[src/rtl/cpuclk_seq_pkg.sv]
package cpuclk_seq_pkg;
    typedef enum logic [1:0] {
        SEL_DIV0 = 2'd0,
        SEL_DIV1 = 2'd1,
        SEL_MUX  = 2'd2
    } reg_sel_e;

    typedef enum logic [3:0] {
        ST_IDLE, ST_CALC, ST_SAFE_WR, ST_SAFE_WAIT, ST_ALT_WR, ST_ALT_WAIT,
        ST_DIV0_WR, ST_DIV0_WAIT, ST_DIV1_WR, ST_DIV1_WAIT,
        ST_PLL_WR, ST_PLL_WAIT, ST_CLR_WR, ST_CLR_WAIT, ST_DONE
    } state_e;

    localparam int         FIELD_W  = 3;
    localparam int         DBG_LSB  = 16;
    localparam logic [2:0] MUX_ON_PLL = 3'd1;
    localparam logic [2:0] MUX_ON_ALT = 3'd2;
endpackage

[src/rtl/cpuclk_safe_ratio.sv]
module cpuclk_safe_ratio #(
    parameter int RATE_W  = 16,
    parameter int FIELD_W = 3
) (
    input  logic               clk,
    input  logic               rst_n,
    input  logic               start,
    input  logic [RATE_W-1:0]  alt_rate,
    input  logic [RATE_W-1:0]  old_rate,
    input  logic [RATE_W-1:0]  new_rate,
    output logic               done,
    output logic               apply,
    output logic [FIELD_W-1:0] field,
    output logic               warn
);
    localparam int QMAX = 1 << FIELD_W;
    localparam int QW   = FIELD_W + 1;
    localparam int AW   = RATE_W + FIELD_W + 1;

    logic [RATE_W-1:0] min_in;
    logic [RATE_W-1:0] min_q;
    logic [RATE_W-1:0] alt_q;
    logic [AW-1:0]     acc_q;
    logic [QW-1:0]     q_q;
    logic              run_q;

    assign min_in = (old_rate < new_rate) ? old_rate : new_rate;

    // Smallest q with q*min >= alt, searched by repeated addition.
    always_ff @(posedge clk) begin
        if (!rst_n) begin
            min_q <= '0; alt_q <= '0; acc_q <= '0; q_q <= '0; run_q <= 1'b0;
            done <= 1'b0; apply <= 1'b0; field <= '0; warn <= 1'b0;
        end else begin
            done <= 1'b0;
            if (start) begin
                min_q <= min_in;
                alt_q <= alt_rate;
                acc_q <= AW'(min_in);
                q_q   <= QW'(1);
                run_q <= 1'b1;
                warn  <= 1'b0;
                apply <= (alt_rate > old_rate) || (old_rate > new_rate);
            end else if (run_q) begin
                if (min_q == '0 || (acc_q < AW'(alt_q) && q_q == QW'(QMAX))) begin
                    run_q <= 1'b0;
                    done  <= 1'b1;
                    warn  <= 1'b1;
                    field <= '1;
                end else if (acc_q >= AW'(alt_q)) begin
                    run_q <= 1'b0;
                    done  <= 1'b1;
                    field <= FIELD_W'(q_q - QW'(1));
                end else begin
                    acc_q <= acc_q + AW'(min_q);
                    q_q   <= q_q + QW'(1);
                end
            end
        end
    end
endmodule

[src/rtl/cpuclk_poll_timer.sv]
module cpuclk_poll_timer #(
    parameter int TMO_CYCLES = 64
) (
    input  logic clk,
    input  logic rst_n,
    input  logic arm,
    input  logic active,
    input  logic ok,
    output logic finish,
    output logic expired
);
    localparam int CW = $clog2(TMO_CYCLES + 1);

    logic [CW-1:0] cnt_q;

    assign expired = active && !ok && (cnt_q == CW'(TMO_CYCLES - 1));
    assign finish  = active && (ok || expired);

    always_ff @(posedge clk) begin
        if (!rst_n)                         cnt_q <= '0;
        else if (arm)                       cnt_q <= '0;
        else if (active && !ok && !expired) cnt_q <= cnt_q + CW'(1);
    end
endmodule

[src/rtl/cpuclk_switch_seq.sv]
module cpuclk_switch_seq
    import cpuclk_seq_pkg::*;
#(
    parameter int RATE_W     = 16,
    parameter int DIV_W      = 32,
    parameter int TMO_CYCLES = 64
) (
    input  logic              clk,
    input  logic              rst_n,
    input  logic              pre_req,
    input  logic              post_req,
    input  logic [RATE_W-1:0] old_rate,
    input  logic [RATE_W-1:0] new_rate,
    input  logic [RATE_W-1:0] alt_rate,
    input  logic [DIV_W-1:0]  tgt_div0,
    input  logic [DIV_W-1:0]  tgt_div1,
    input  logic              div1_en,
    input  logic              dbg_force,
    input  logic [2:0]        mux_status,
    input  logic [DIV_W-1:0]  div0_status,
    input  logic [DIV_W-1:0]  div1_status,
    output logic              reg_wr,
    output logic [1:0]        reg_sel,
    output logic [DIV_W-1:0]  reg_wdata,
    output logic              busy,
    output logic              done,
    output logic              err_timeout,
    output logic              err_busy,
    output logic              warn_ratio
);
    localparam logic [DIV_W-1:0] FIELD_M = DIV_W'((1 << FIELD_W) - 1);
    localparam logic [DIV_W-1:0] DBG_M   = FIELD_M << DBG_LSB;

    state_e            state_q, state_d;
    logic [DIV_W-1:0]  tgt0_q, tgt1_q, shadow_q, safe_q;
    logic              div1_en_q, dbg_q;
    logic [DIV_W-1:0]  smask;
    logic              sd_done, sd_apply, sd_warn;
    logic [FIELD_W-1:0] sd_field;
    logic              poll_active, poll_ok, poll_fin, poll_exp;
    logic              accept;

    assign accept = (state_q == ST_IDLE) && (pre_req || post_req);
    assign smask  = dbg_q ? (FIELD_M | DBG_M) : FIELD_M;

    cpuclk_safe_ratio #(.RATE_W(RATE_W), .FIELD_W(FIELD_W)) u_ratio (
        .clk(clk), .rst_n(rst_n), .start((state_q == ST_IDLE) && pre_req),
        .alt_rate(alt_rate), .old_rate(old_rate), .new_rate(new_rate),
        .done(sd_done), .apply(sd_apply), .field(sd_field), .warn(sd_warn)
    );

    cpuclk_poll_timer #(.TMO_CYCLES(TMO_CYCLES)) u_poll (
        .clk(clk), .rst_n(rst_n), .arm(reg_wr), .active(poll_active),
        .ok(poll_ok), .finish(poll_fin), .expired(poll_exp)
    );

    // Status condition for the current wait state.
    always_comb begin
        poll_active = 1'b1;
        poll_ok     = 1'b0;
        unique case (state_q)
            ST_SAFE_WAIT, ST_CLR_WAIT: poll_ok = (div0_status & smask) == '0;
            ST_ALT_WAIT:               poll_ok = mux_status == MUX_ON_ALT;
            ST_PLL_WAIT:               poll_ok = mux_status == MUX_ON_PLL;
            ST_DIV0_WAIT:              poll_ok = div0_status == '0;
            ST_DIV1_WAIT:              poll_ok = div1_status == '0;
            default:                   poll_active = 1'b0;
        endcase
    end

    always_comb begin
        state_d = state_q;
        unique case (state_q)
            ST_IDLE:      if (pre_req) state_d = ST_CALC;
                          else if (post_req) state_d = ST_PLL_WR;
            ST_CALC:      if (sd_done) state_d = sd_apply ? ST_SAFE_WR : ST_ALT_WR;
            ST_SAFE_WR:   state_d = ST_SAFE_WAIT;
            ST_SAFE_WAIT: if (poll_fin) state_d = ST_ALT_WR;
            ST_ALT_WR:    state_d = ST_ALT_WAIT;
            ST_ALT_WAIT:  if (poll_fin) state_d = ST_DIV0_WR;
            ST_DIV0_WR:   state_d = ST_DIV0_WAIT;
            ST_DIV0_WAIT: if (poll_fin) state_d = div1_en_q ? ST_DIV1_WR : ST_DONE;
            ST_DIV1_WR:   state_d = ST_DIV1_WAIT;
            ST_DIV1_WAIT: if (poll_fin) state_d = ST_DONE;
            ST_PLL_WR:    state_d = ST_PLL_WAIT;
            ST_PLL_WAIT:  if (poll_fin) state_d = ST_CLR_WR;
            ST_CLR_WR:    state_d = ST_CLR_WAIT;
            ST_CLR_WAIT:  if (poll_fin) state_d = ST_DONE;
            ST_DONE:      state_d = ST_IDLE;
            default:      state_d = ST_IDLE;
        endcase
    end

    always_ff @(posedge clk) begin
        if (!rst_n) state_q <= ST_IDLE;
        else        state_q <= state_d;
    end

    // Outputs driven purely from the current state.
    always_comb begin
        reg_wr    = 1'b0;
        reg_sel   = SEL_DIV0;
        reg_wdata = '0;
        unique case (state_q)
            ST_SAFE_WR: begin
                reg_wr = 1'b1; reg_wdata = (shadow_q & ~smask) | safe_q;
            end
            ST_ALT_WR: begin
                reg_wr = 1'b1; reg_sel = SEL_MUX; reg_wdata = DIV_W'(1);
            end
            ST_DIV0_WR: begin
                reg_wr = 1'b1; reg_wdata = tgt0_q | safe_q;
            end
            ST_DIV1_WR: begin
                reg_wr = 1'b1; reg_sel = SEL_DIV1; reg_wdata = tgt1_q;
            end
            ST_PLL_WR: begin
                reg_wr = 1'b1; reg_sel = SEL_MUX; reg_wdata = '0;
            end
            ST_CLR_WR: begin
                reg_wr = 1'b1;
                reg_wdata = (shadow_q & ~smask) | (dbg_q ? (tgt0_q & DBG_M) : '0);
            end
            default: ;
        endcase
    end

    assign busy = state_q != ST_IDLE;
    assign done = state_q == ST_DONE;

    always_ff @(posedge clk) begin
        if (!rst_n) begin
            tgt0_q <= '0; tgt1_q <= '0; shadow_q <= '0; safe_q <= '0;
            div1_en_q <= 1'b0; dbg_q <= 1'b0;
            err_timeout <= 1'b0; err_busy <= 1'b0; warn_ratio <= 1'b0;
        end else begin
            if (accept) begin
                tgt0_q    <= tgt_div0;
                tgt1_q    <= tgt_div1;
                div1_en_q <= div1_en;
                dbg_q     <= dbg_force;
                safe_q    <= '0;
            end
            if (state_q == ST_CALC && sd_done && sd_apply)
                safe_q <= (dbg_q ? DBG_M : '0) | DIV_W'(sd_field);
            if (reg_wr && reg_sel == SEL_DIV0) shadow_q <= reg_wdata;
            if (busy && (pre_req || post_req)) err_busy <= 1'b1;
            if (poll_exp) err_timeout <= 1'b1;
            if (sd_done && sd_warn) warn_ratio <= 1'b1;
        end
    end
endmodule

[config.mk]
export PLATFORM = sky130hd
export DESIGN_NAME = cpuclk_switch_seq
export DESIGN_NICKNAME = d
export VERILOG_FILES = /design/src/rtl/cpuclk_seq_pkg.sv /design/src/rtl/cpuclk_safe_ratio.sv /design/src/rtl/cpuclk_poll_timer.sv /design/src/rtl/cpuclk_switch_seq.sv
export SDC_FILE = /design/constraint.sdc
export NUM_CORES = 1
export LEC_CHECK = 0
export CAP_MARGIN = 20
export CORE_ASPECT_RATIO = 0.9
export CORE_MARGIN = 4
export CORE_UTILIZATION = 60
export CTS_CLUSTER_SIZE = 24
export DETAILED_ROUTE_END_ITERATION = 10
export DONT_BUFFER_PORTS = 1
export PLACE_DENSITY = 0.76
export SLEW_MARGIN = 15
export SYNTH_ARGS = -nofsm -noshare
export SYNTH_HDL_FRONTEND = slang
export SYNTH_SLANG_ARGS = --single-unit
[constraint.sdc]
create_clock -name clk -period 4.59 [get_ports clk]
set_input_delay 0.6885 -clock clk [delete_from_list [all_inputs] [get_ports clk]]
set_output_delay 0.6885 -clock clk [all_outputs]
set_load 0.05 [all_outputs]
==> qor.yml <==
status: "finished, final reports clean"
synth.area.mux_share: 0.0322
cts_tree: "built"
first_global_vias: 7822
syn2layout_area_growth_pct: 7.46
synth-compound-area-share: 0.217
ys.flop_type: "dfxtp_1"
power_density_mw_per_mm2: 632
cts_buffers: 17
p_leak_nw: 4.14
synth_seq_cells: 176
holdBufCountCts: 0
rsz0062_at_grt: "no"
yosys-top-cells-count: "nand2_1 (198), dfxtp_1 (176), a21oi_1 (130), nor2_1 (93), inv_1 (86)"
wirelength_um: 24700
yosysMostFrequentCell: "nand2_1"
synthCells: 1167
max_stage_delay_ns: 0.73
die_area_mm2: 0.0177
tightestPinTransition_ns: 1.09
ys_async_sr_fraction: 0
ys_top_cells_by_area: "dfxtp_1 (38%), ha_1 (9.1%), nand2_1 (7.9%)"
ys_types: 73
crit_path_end_kind: "output port"
path_clk_slew_ns: 0.08
use_met1: 0.369
dr.pass1.iters: 5
fin_util: 0.655
n_fill_cell: 1334
drive_gt1_frac: 0.0569
finalCritPeriodShare: 0.831
grt_usage: 0.273
setup_viol: 0
fmax_mhz: 262
cts.root.buffer_cell: "clkbuf_16"
min_path_type: "in2reg"
port_buffers: 0
synth.top_cell.area_share: 0.376
die-width_um: 140
io-pin-count: 225
cap_violations: 0
synth_edf_count: 0
startpoint_type: "register"
gr-usage-met2: 0.419
cts_resized: 0
finalClockSkew_ns: 0.00988
post_drt_wl_per_cell_um: 18.4
place.gp.congestion: 0.911
placed_cell_area_mm2: 0.00947
seq_area_frac_synth: 0.376
setup_tns_ns: 0
ant_nets: 0
rr_worst_depth: 6
hold_depth: 2
grt_max_degree: 89
yosys.area_share.simple: 0.197
cp_max_fo: 31
grt-ovfl-total: 0
hold_viol: 0
required_ns: 3.90
avgSynthCellArea_um2: 8.03
clockBufferDepth: 2
synthesis.nets: 1421
drcViolationCount: 0
synth_adder_area_share: 0.0929
diodes: 0
worstSetupPathType: "reg2out"
synth_warnings: 0
clock-sinks: 176
period_minus_slack_ns: 3.81
total_power_mw: 6.36
drt_iter0_markers: 605
antenna_found_initial: 0
postCtsSetupBuffers: 0
start_util: 0.609
avgViaCountPerCell: 6.18
rows: 43
clk_latency_ns: 0.44
busiest_layer: "met2"
synth_xor_area_frac: 0.0168
core_area_mm2: 0.0154
grt_pass1_wl_um: 39300
fin_nets: 1384
grt.met3_usage: 0.0890
die_h_um: 127
arrival_ns: 3.13
slew_violations: 0
whs_ns: 0.369
cp_slowest_cell: "dfxtp_1"
ctsHtreeMaxLevel: 4
synth.largest_area_cell: "dfxtp_1"
synth_top_family_by_area: "compound AO/OA/AOI/OAI gates"
path_cells: "clkinv_1 -> and3_1 -> buf_4 -> a222oi_1 -> inv_1"
slew_headroom: 0.270
vias: 8308
design_area_mm2: 0.0101
vdd_drop_max_v: 0.000386
hpwl_um: 18100
reg2reg_slack_ns: 1.42
syn_area_mm2: 0.00938
placed cells by master (no fill, tap or decap), types with 3 or more instances in the layout:
master	instances
nand2_1	198
dfxtp_1	176
a21oi_1	130
nor2_1	91
inv_1	85
ha_1	68
a211oi_1	32
mux2i_1	29
o21ai_0	29
a222oi_1	24
nor4_1	20
nand4_1	20
o21a_1	17
clkbuf_16	17
nor3_1	14
buf_4	13
and3_1	12
a31oi_1	10
nor2b_1	9
xor2_1	9
xnor2_1	9
nand3_1	8
nand2b_1	7
a221oi_1	7
a21o_1	7
a21boi_0	7
o211ai_1	6
inv_8	6
a22oi_1	5
a22o_1	4
clkinv_8	4
nor3_2	3
and2_1	3
a221o_1	3
o31ai_2	3
or2_2	3
a41o_1	3
a211o_1	3
final cells by class:
class                           instances  area [um2]  share of cell area
Inverter                               87         329              0.0327
Clock buffer                           17         425              0.0422
Sequential cell                       176        3520               0.350
Tap cell                              202         253              0.0251
Multi-Input combinational cell        835        5260               0.522
Clock inverter                         15         183              0.0181
Timing Repair Buffer                   13        97.6             0.00969
flip-flops by register name, summed over array words and instances (netlist names), 3 cells and up:
signal	cells
u_ratio.alt_q	16
u_poll.cnt_q	7
u_ratio.min_q	16
tgt1_q	32
u_ratio.q_q	4
shadow_q	29
tgt0_q	32
state_q	4
u_ratio.field	3
u_ratio.acc_q	20
safe_q	4
critical path, delay by kind of cell (launching register included):
| family | cells | cell delay, ns |
|---|---|---|
| AO/OA/AOI/OAI | 1 | 0.57 |
| buffers and inverters | 3 | 1.11 |
| flip-flops | 1 | 0.73 |
| AND/OR/NAND/NOR | 1 | 0.26 |
cell families after synthesis:
logic type / count (synthesis)
compound gates: 311
xor+xnor: 18
fa+ha+maj: 69
buf+inv: 156
flops: 176
mux: 30
simple gates: 407
path summary, 6_finish.rpt:
path,start,endpoint
worst max-delay path,state_q[2]$_SDFFE_PN0P_,reg_wdata[24]
worst min-delay path,rst_n,state_q[0]$_SDFFE_PN0P_
worst max register to register,state_q[3]$_SDFFE_PN0P_,tgt0_q[3]$_SDFFE_PN0P_
worst min register to register,tgt0_q[1]$_SDFFE_PN0P_,tgt0_q[1]$_SDFFE_PN0P_
power breakdown:
group | switching [mW] | internal (mW) | total, mW | leakage [nW]
Clock | 0.716 | 0.743 | 1.46 | 0.294
Sequential | 0.354 | 1.92 | 2.28 | 1.44
Combinational | 1.72 | 0.908 | 2.63 | 2.41
Total | 2.79 | 3.57 | 6.36 | 4.14
routing by layer:
| layer | part of all wire | vias up |
|---|---|---|
| met5 | 0 | - |
| met4 | 0.020 | 0 |
| met3 | 0.095 | 44 |
| met2 | 0.44 | 334 |
| met1 | 0.45 | 3867 |
| li1 | - | 4063 |
through the flow:
stage	setup slack, ns	std cells
finish	0.776	1345
detailed placement	1.32	1313
global route	0.595	1345
global placement	1.34	1313
CTS	0.802	1345
floorplan	1.52	1167
(Power assumes the default switching activity.)
